<file path="src/rtl/tlb_pkg.sv">
package tlb_pkg;

  typedef enum logic [1:0] {
    MODE_OFF  = 2'b00,
    MODE_REG  = 2'b01,
    MODE_PASS = 2'b10,
    MODE_HOLD = 2'b11
  } tlb_mode_e;

  function automatic tlb_mode_e mode_decode(input logic en_main, input logic en_aux);
    return tlb_mode_e'({en_main, en_aux});
  endfunction

  function automatic logic mode_links(input tlb_mode_e m);
    return (m == MODE_PASS) || (m == MODE_HOLD);
  endfunction

  function automatic logic mode_powered(input tlb_mode_e m);
    return m != MODE_OFF;
  endfunction

  // next held value of one lane
  function automatic logic hold_next(input tlb_mode_e m, input logic to_b,
                                     input logic rise, input logic b_lvl,
                                     input logic cur);
    if (to_b)                          return cur;
    else if (m == MODE_PASS)           return b_lvl;
    else if (m == MODE_HOLD && rise)   return b_lvl;
    else                               return cur;
  endfunction

endpackage

</file>
<file path="src/rtl/tlb_edge_sync.sv">
module tlb_edge_sync #(
  parameter int STAGES = 2
) (
  input  logic clk,
  input  logic rst_n,
  input  logic async_i,
  output logic rise_o
);

  logic [STAGES:0] chain_q;

  always_ff @(posedge clk or negedge rst_n) begin
    if (!rst_n) chain_q[0] <= 1'b0;
    else        chain_q[0] <= async_i;
  end

  for (genvar s = 1; s <= STAGES; s++) begin : g_stage
    always_ff @(posedge clk or negedge rst_n) begin
      if (!rst_n) chain_q[s] <= 1'b0;
      else        chain_q[s] <= chain_q[s-1];
    end
  end

  // chain_q[STAGES-1] is the synchronized level, chain_q[STAGES] its delayed copy
  assign rise_o = chain_q[STAGES-1] & ~chain_q[STAGES];

  a_r11_single_pulse: assert property (@(posedge clk) disable iff (!rst_n)
    rise_o |=> !rise_o);

endmodule

</file>
<file path="src/rtl/tlb_lane.sv">
module tlb_lane
  import tlb_pkg::*;
(
  input  logic      clk,
  input  logic      rst_n,
  input  tlb_mode_e mode,
  input  logic      to_b,
  input  logic      rise,
  input  logic      a_lvl,
  input  logic      b_lvl,
  output logic      a_drv,
  output logic      a_en,
  output logic      b_drv,
  output logic      b_en
);

  logic hold_q;
  logic links;

  assign links = mode_links(mode);
  assign b_en  = links & to_b;
  assign a_en  = links & ~to_b;
  assign b_drv = b_en & a_lvl;
  assign a_drv = a_en & ((mode == MODE_HOLD) ? hold_q : b_lvl);

  always_ff @(posedge clk or negedge rst_n) begin
    if (!rst_n) hold_q <= 1'b0;
    else        hold_q <= hold_next(mode, to_b, rise, b_lvl, hold_q);
  end

  a_r8_hold_while_to_b: assert property (@(posedge clk) disable iff (!rst_n)
    to_b |=> $stable(hold_q));

  a_r7_no_capture_without_rise: assert property (@(posedge clk) disable iff (!rst_n)
    (mode == MODE_HOLD && !rise) |=> $stable(hold_q));

  a_r7_capture_on_rise: assert property (@(posedge clk) disable iff (!rst_n)
    (mode == MODE_HOLD && rise && !to_b) |=> hold_q == $past(b_lvl));

  a_r6_pass_follows_b: assert property (@(posedge clk) disable iff (!rst_n)
    (mode == MODE_PASS && !to_b) |-> a_drv == b_lvl);

  a_r1_b_from_a: assert property (@(posedge clk) disable iff (!rst_n)
    (links && to_b) |-> (b_drv == a_lvl && !a_drv));

endmodule

</file>
<file path="src/rtl/tri_lane_buffer_ctl.sv">
module tri_lane_buffer_ctl
  import tlb_pkg::*;
#(
  parameter int LANES       = 3,
  parameter int SYNC_STAGES = 2
) (
  input  logic             clk,
  input  logic             rst_n,
  input  logic             en_main,
  input  logic             en_aux,
  input  logic [LANES-1:0] dir,
  input  logic             latch_clk,
  input  logic [LANES-1:0] a_in,
  input  logic [LANES-1:0] b_in,
  output logic [LANES-1:0] a_out,
  output logic [LANES-1:0] a_oe,
  output logic [LANES-1:0] b_out,
  output logic [LANES-1:0] b_oe,
  output logic             reg_on
);

  tlb_mode_e mode;
  logic      latch_rise;

  assign mode   = mode_decode(en_main, en_aux);
  assign reg_on = mode_powered(mode);

  tlb_edge_sync #(.STAGES(SYNC_STAGES)) u_sync (
    .clk     (clk),
    .rst_n   (rst_n),
    .async_i (latch_clk),
    .rise_o  (latch_rise)
  );

  for (genvar i = 0; i < LANES; i++) begin : g_lane
    tlb_lane u_lane (
      .clk   (clk),
      .rst_n (rst_n),
      .mode  (mode),
      .to_b  (dir[i]),
      .rise  (latch_rise),
      .a_lvl (a_in[i]),
      .b_lvl (b_in[i]),
      .a_drv (a_out[i]),
      .a_en  (a_oe[i]),
      .b_drv (b_out[i]),
      .b_en  (b_oe[i])
    );
  end

  a_r4_off_quiet: assert property (@(posedge clk) disable iff (!rst_n)
    (!en_main && !en_aux) |-> (a_oe == '0 && b_oe == '0 && !reg_on));

  a_r5_reg_only: assert property (@(posedge clk) disable iff (!rst_n)
    (!en_main && en_aux) |-> (a_oe == '0 && b_oe == '0 && a_out == '0 && b_out == '0 && reg_on));

  a_r10_no_contention: assert property (@(posedge clk) disable iff (!rst_n)
    (a_oe & b_oe) == '0);

  a_r3_lane_split: assert property (@(posedge clk) disable iff (!rst_n)
    en_main |-> (b_oe == dir && a_oe == ~dir));

endmodule

</file>
<file path="config.mk">
export PLATFORM = sky130hd
export DESIGN_NAME = tri_lane_buffer_ctl
export DESIGN_NICKNAME = d
export VERILOG_FILES = /design/src/rtl/tlb_pkg.sv /design/src/rtl/tlb_edge_sync.sv /design/src/rtl/tlb_lane.sv /design/src/rtl/tri_lane_buffer_ctl.sv
export SDC_FILE = /design/constraint.sdc
export NUM_CORES = 1
export LEC_CHECK = 0
export BUFFER_PORTS_ARGS = -buffer_cell sky130_fd_sc_hd__buf_2
export CORE_AREA = 5 5 42 44
export CTS_BUF_LIST = sky130_fd_sc_hd__clkbuf_4
export DETAILED_ROUTE_END_ITERATION = 7
export DIE_AREA = 0 0 47 49
export MAX_ROUTING_LAYER = met4
export PLACE_DENSITY = 0.67
export SYNTH_ARGS = -nofsm -noshare
export SYNTH_HDL_FRONTEND = slang
export SYNTH_SLANG_ARGS = --single-unit
</file>
<file path="constraint.sdc">
create_clock -name clk -period 1.2 [get_ports clk]
set_clock_uncertainty 0.15 [all_clocks]
set_input_delay 0.18 -clock clk [delete_from_list [all_inputs] [get_ports clk]]
set_output_delay 0.18 -clock clk [all_outputs]
set_load 0.01 [all_outputs]
</file>
Word level (Yosys, flattened, before mapping)
Cells that the tools add are included.
{"block": "word_totals", "reg_bits": 6, "input_bits": 14, "out_inout_bits": 13, "word_cells": 41}
{"block": "op_classes", "eq_ne": 2, "muxes": 9, "n_bitwise": 17, "reduce_logical": 7}
{"operator": "1-bit AND", "count": 13}
{"operator": "1-bit two-way mux", "count": 9}
{"operator": "2-bit AND reduction", "count": 3}
{"operator": "2-bit equality test (second input constant)", "count": 2}
{"operator": "1-bit NOT", "count": 4}
{"operator": "2-bit nonzero test", "count": 2}
{"operator": "1-bit logical AND", "count": 1}
{"operator": "1-bit logical OR", "count": 1}

Logic depth before layout (Yosys ltp)
Gate-level depths: netlist (run 1).
{"block": "depth", "word_depth": 5, "mapped_depth": 4, "depth_no_buf": 3}

Hierarchy
From an unflattened synthesis (run 1), not the netlist that was laid out.
{"block": "hier_totals", "cells_unflattened": 32, "area_unflattened_um2": 387.9}
{"module": "tlb_lane", "instances": 3, "cells_per_inst": 9, "area_each_um2": 97.6}
{"module": "tlb_edge_sync", "instances": 1, "cells_per_inst": 4, "area_each_um2": 88.8}
{"module": "tri_lane_buffer_ctl", "instances": 1, "cells_per_inst": 1, "area_each_um2": 6.3}

Worst setup path before layout (run 1)
OpenSTA, ideal clock, no wires.
{"block": "synth_timing", "kind": "register -> register", "from": "register u_sync.chain_q[2]", "to": "register g_lane[0].u_lane.hold_q", "setup_time_ns": 0.127, "arrival_time_ns": 0.986, "required_ns": 0.923, "path_slack_ns": -0.064, "stages_incl_launch_ff": 4, "n_path_buf": 0, "period_less_slack_ns": 1.264, "cell_sequence": "dfrtp_1 > nand2b_1 > a21oi_2 > mux2_1"}
{"block": "synth_between", "elab_chain_len": 5}
{"item": "from (decl)", "line_no": "tlb_edge_sync.sv:10", "rtl": "logic [STAGES:0] chain_q;"}
{"item": "from (signal, indexed assignment)", "line_no": "tlb_edge_sync.sv:20", "rtl": "else chain_q[s] <= chain_q[s-1];"}
{"item": "1-bit NOT", "line_no": "tlb_edge_sync.sv:25", "rtl": "assign rise_o = chain_q[STAGES-1] & ~chain_q[STAGES];"}
{"item": "1-bit AND", "line_no": "tlb_edge_sync.sv:25"}
{"item": "1-bit logical AND", "line_no": "tlb_pkg.sv:28", "rtl": "else if (m == MODE_HOLD && rise) return b_lvl;"}
{"item": "2-bit nonzero test (no line)"}
{"item": "2-bit AND reduction (no line)"}
{"item": "to (signal assigned)", "line_no": "tlb_lane.sv:28", "rtl": "else hold_q <= hold_next(mode, to_b, rise, b_lvl, hold_q);"}
{"item": "to (decl)", "line_no": "tlb_lane.sv:17", "rtl": "logic hold_q;"}
Every way passes these cells.
A chain may end at the register's enable or synchronous reset.

Worst setup path after layout (run 1)
Same ends and word-level chain as after synthesis.

==> impl_metrics.tcl, run 1 <==
set metrics [dict create \
    syn_inst 45 \
    nets 79 \
    die_height_um 49 \
    cts_setup_buffers 0 \
    overflow 0 \
    fillers 156 \
    grtUsageTotal_pct 6.98 \
    clock.fmax_mhz 794 \
    setup-tns-final_ns -0.269 \
    path_cells "nand2b_4, a21oi_2, mux2_1" \
    synth_top_area_share_pct 34.6 \
    drive_gt1_share_pct 60.3 \
    status "finished, violations left" \
    busiest_layer "met2" \
    antenna_cells 0 \
    maxSlewHeadroom_pct 87.9 \
    io_buffers 26 \
    detailroute.via_count 342 \
    drt_wl_total_um 809 \
    yosysMostFrequentCell "buf_4" \
    violations "setup timing" \
    cp.arrival_ns 1.22 \
    worst_setup_path_start_kind "register" \
    cpPeakStageDelay_ns 0.35 \
    synth_common_cells "12 x buf_4, 6 x dfrtp_1" \
    cts_tree "yes" \
    std_cell_rows 14 \
    post-route-period-util_pct 105 \
    worst_r2r_path_depth 3 \
    tightest_slew_ns 0.181 \
    syn_area_per_cell_um2 9.65 \
    cpMaxStageDelayCell "dfrtp_1" \
    avgViaCountPerCell 4.33 \
    regArea_um2 150 \
    grt_max_degree 11 \
    critPathTopFamily "flip-flops" \
    drt_pass1_iterations 1 \
    hold_path.class "input pin to register" \
    synth_flop_cell "dfrtp_1" \
    gp_congestion 0.649 \
    ant_nets 0 \
    antenna_found_initial 0 \
    end_kind "register" \
    p_leak_uw 0.000319 \
    synth_area_um2 434 \
    synth_fp_nets 59 \
    grt_setup_unrepaired "yes" \
    critical_path_class "register to register" \
    synth_seq_cells 6 \
    grtUsageMet3_pct 2.58 \
    clock-sinks 6 \
    ys_seq_area_share_pct 34.6 \
    hold_viol 0 \
    drv_cap 0 \
    cts_made_buffers 3 \
    peakVddDrop_mv 0.440 \
    cp_max_fo 3 \
    slew_viol_final 0 \
    root_buffer "clkbuf_4" \
    required_ns 1.16 \
    p_per_area_nw_per_um2 1020 \
    yosysTopAreaCell "dfrtp_1" \
    min_period_ns 1.26 \
    hold_depth 2 \
    synth_edf_count 0 \
    grt_pass1_wl_um 1130 \
    ys_warn_count 0 \
    wire_per_inst_um 10.2 \
    yosysUniqueCellTypes 13 \
    grtUsageMet1_pct 5.61 \
    drcViolationCount 0 \
    cts-htree-levels 1 \
    cp.depth 3 \
    grt_use_met2_pct 12.4 \
    setup_violations 6 \
    fp.dieArea_um2 2300 \
    die_w_um 47 \
    worst_slack_ns -0.0591 \
    clk-insertion-delay-late_ns 0.23 \
    synth_area_leaders "dfrtp_1 35%, buf_4 21%, mux2_1 7.8%" \
    io-pin-count 27 \
    coreArea_um2 1400 \
    synthArstFlopShare_pct 100 \
    first_iter_violations 0 \
    grt_pass1_vias 307 \
    area_growth_pct 25.9 \
    initial_utilization_pct 31.0 \
    clockBufferDepth 2 \
    clkTransAtPathRegs_ns 0.04 \
    pre_cts_slack_ns -0.0568 \
    critPathBufInv 0 \
    multi_input_area_um2 193 \
]
[cell families after synthesis]
| logic type | after synthesis | share of synthesized area, % |
|---|---|---|
| flip-flops | 6 | 34.6 |
| multiplexers | 6 | 14.7 |
| buffers and inverters | 16 | 24.5 |
| AO/OA/AOI/OAI | 3 | 6.05 |
| AND/OR/NAND/NOR | 14 | 20.2 |
[per-stage QoR]
step / area [µm²] / std cells / hold WS (ns) / power (µW) / utilization (%)
final: 547 / 79 / 0.0401 / 556 / 39.0
after detailed placement: 497 / 74 / -0.144 / 371 / 35.4
after global placement: 497 / 74 / -0.144 / 365 / 35.4
after global routing: 547 / 79 / 0.0398 / 596 / 39.0
after CTS: 547 / 79 / 0.0359 / 576 / 39.0
after floorplan: 442 / 45 / -0.266 / 338 / -
[state kept, by name (all words and copies together), names as in the netlist]
| register | count |
|---|---|
| g_lane.u_lane.hold_q | 3 |
| u_sync.chain_q | 3 |
[cells in the final DEF (no fill, tap or decap)]
cell           instances
or2_1                  1
dlygate4sd3_1          2
buf_2                 26
and3_1                 3
nand2b_4               1
mux2i_1                3
a21oi_2                3
mux2_4                 2
clkbuf_4               3
inv_1                  3
dfrtp_1                6
nand2b_2               3
nor2_1                 3
mux2_1                 1
and2_1                 3
[path summary, 6_finish.rpt]
kind	start	to	slack, ns
worst min-delay path	b_in[0]	g_lane[0].u_lane.hold_q	0.04
min in group asynchronous	rst_n	u_sync.chain_q[1]	0.14
max in group asynchronous	rst_n	g_lane[1].u_lane.hold_q	0.63
worst max-delay path	u_sync.chain_q[2]	g_lane[0].u_lane.hold_q	-0.06
worst max register to register	u_sync.chain_q[2]	g_lane[0].u_lane.hold_q	-0.06
worst min register to register	u_sync.chain_q[0]	u_sync.chain_q[1]	0.20
[per-layer routing]
| layer | up-vias | wire (µm) |
|---|---|---|
| met3 | 0 | 158 |
| met1 | 153 | 232 |
| met2 | 21 | 419 |
| met4 | 0 | 0 |
| li1 | 168 | - |
| met5 | - | 0 |
[area by class of cell]
type / count / area share, %
sequential: 6 / 27.5
clock buffer: 3 / 4.12
timing repair buffer: 28 / 27.5
tap: 16 / 3.66
multi-input combinational: 23 / 35.2
inverter: 3 / 2.06
[repair_timing]
| action | CTS | global route |
|---|---|---|
| resized for setup | 2 | 0 |
| setup endpoints to repair | 6 | 6 |
| gates cloned | 0 | 0 |
| hold buffers | 2 | 0 |
| pin swaps | 1 | 1 |
| hold endpoints to repair | 7 | 0 |
[power breakdown]
group          leakage [µW]  total (µW)  switching, µW  internal (µW)
registers         0.0000703         240           12.5            228
logic              0.000235         141           62.3           79.1
clock network     0.0000138         175           62.1            112
total              0.000319         556            137            419
(Power assumes the default switching activity.)
==> inputs of run 2 (changes only) <==
--- a/config.mk
+++ b/config.mk
@@ -6,12 +6,14 @@
 export NUM_CORES = 1
 export LEC_CHECK = 0
 export BUFFER_PORTS_ARGS = -buffer_cell sky130_fd_sc_hd__buf_2
-export CORE_AREA = 5 5 42 44
+export CELL_PAD_IN_SITES_DETAIL_PLACEMENT = 0
+export CELL_PAD_IN_SITES_GLOBAL_PLACEMENT = 1
+export CORE_MARGIN = 5
+export CORE_UTILIZATION = 27
 export CTS_BUF_LIST = sky130_fd_sc_hd__clkbuf_4
 export DETAILED_ROUTE_END_ITERATION = 7
-export DIE_AREA = 0 0 47 49
 export MAX_ROUTING_LAYER = met4
-export PLACE_DENSITY = 0.67
+export PLACE_DENSITY = 0.77
 export SYNTH_ARGS = -nofsm -noshare
 export SYNTH_HDL_FRONTEND = slang
 export SYNTH_SLANG_ARGS = --single-unit
==> run 2 against run 1 <==
The run still ends with setup timing left; sequential cell count is the same; final area rose by 4.1%; clock-buffer cell count is the same; maximum frequency grew 1.1%; sequential power about the same; global-route usage rose by 0.13 points; total power grew 3.1%; critical path type is now register to primary output.
==> impl_metrics.tcl, run 2 (synthesis gave the netlist of run 1 again) <==
set metrics [dict create \
    detailroute.via_count 342 \
    cpPeakStageDelay_ns 0.37 \
    required_ns 0.87 \
    clock-sinks 6 \
    die_height_um 50.1 \
    area_growth_pct 31.1 \
    peakVddDrop_mv 0.441 \
    reg_top3 "g_lane.u_lane.hold_q x3, u_sync.chain_q x3" \
    clkTransAtPathRegs_ns 0.04 \
    dpl_cell_area_um2 504 \
    critPathBufInv 1 \
    p_per_area_nw_per_um2 1010 \
    io-pin-count 27 \
    nets 82 \
    grt_pass1_wl_um 1320 \
    hold_path.class "input pin to register" \
    grt_setup_unrepaired "yes" \
    setup_violations 6 \
    io_buffers 26 \
    drive_gt1_share_pct 62.1 \
    first_iter_violations 2 \
    antenna_cells 0 \
    hold_viol 0 \
    fp.dieArea_um2 2510 \
    grt_max_degree 11 \
    place_inst 75 \
    clk-insertion-delay-late_ns 0.23 \
    worst_slack_ns -0.0450 \
    clock.fmax_mhz 803 \
    power_uw 573 \
    critPathTopFamily "flip-flops" \
    ant_nets 0 \
    final_design_area_no_fill_um2 569 \
    violations "setup timing" \
    grt_pass1_vias 319 \
    utilization_pct 37.4 \
    cts_made_buffers 3 \
    status "finished, violations left" \
    initial_utilization_pct 28.5 \
    coreArea_um2 1520 \
    slew_viol_final 0 \
    cts_tree "yes" \
    root_buffer "clkbuf_4" \
    std_cell_rows 14 \
    antenna_found_initial 0 \
    cts-htree-levels 1 \
    drt_wl_total_um 760 \
    cpMaxStageDelayCell "dfrtp_1" \
    layout_common_cells "26 x buf_2, 6 x dfrtp_1" \
    drcViolationCount 0 \
    clockBufferDepth 2 \
    path_cells "mux2i_1, nor2_1, buf_2" \
    grtUsageTotal_pct 7.11 \
    wire_per_inst_um 9.27 \
    cp_max_fo 2 \
    die_w_um 50.1 \
    cp.arrival_ns 0.92 \
    worst_setup_path_start_kind "register" \
    gp_congestion 0.591 \
    end_kind "primary output" \
    pre_cts_slack_ns -0.0342 \
    final_cells 82 \
    drt_pass1_iterations 2 \
    min_period_ns 1.25 \
    overflow 0 \
    critical_path_class "register to primary output" \
    post-route-period-util_pct 104 \
    layout_commonest_cell "buf_2" \
    maxSlewHeadroom_pct 88.5 \
    p_leak_uw 0.000333 \
    drv_cap 0 \
    avgViaCountPerCell 4.17 \
    tightest_slew_ns 0.172 \
]
-- run 2: metal layers --
layer	part of all wire [%]	GRT usage [%]
met5	0	-
met3	18	6.33
met1	41	6.90
met4	0	2.62
met2	41	10.0
-- run 2: repair_timing --
action                                  CTS  global route
hold buffers                              2             0
resized for setup                         2             0
pin swaps                                 2             0
hold endpoints to repair                  7             0
buffers inserted                          0             2
endpoints found under the setup margin    6             6
-- run 2: final cells by class --
class / instances / area, µm²
tap: 16 / 20.0
fill: 167 / 955
sequential: 6 / 150
timing repair buffer: 31 / 173
clock buffer: 3 / 22.5
multi-input combinational: 23 / 193
inverter: 3 / 11.3
-- run 2: worst paths after layout --
path,start,endpoint,slack [ns],depth (start not counted)
worst max-delay path,g_lane[1].u_lane.hold_q,a_out[1],-0.05,3
worst min-delay path,b_in[0],g_lane[0].u_lane.hold_q,0.03,2
worst max register to register,u_sync.chain_q[2],g_lane[0].u_lane.hold_q,-0.03,3
worst min register to register,u_sync.chain_q[0],u_sync.chain_q[1],0.20,0
max in group asynchronous,rst_n,g_lane[1].u_lane.hold_q,0.61,2
min in group asynchronous,rst_n,u_sync.chain_q[2],0.15,2
-- run 2: stage by stage --
step	hold WS (ns)	setup TNS, ns
6_report	0.0279	-0.205
5_1_grt	0.0139	-0.564
4_1_cts	0.0190	-0.306
3_5_place_dp	-0.138	-0.0630
3_3_place_gp	-0.143	-0.0138
2_1_floorplan	-0.266	0
-- run 2: report_power, final --
| group | leakage (µW) | switching [µW] | internal [µW] |
|---|---|---|---|
| clock network | 0.0000138 | 61.8 | 112 |
| logic | 0.000249 | 63.7 | 95.9 |
| registers | 0.0000703 | 11.7 | 228 |
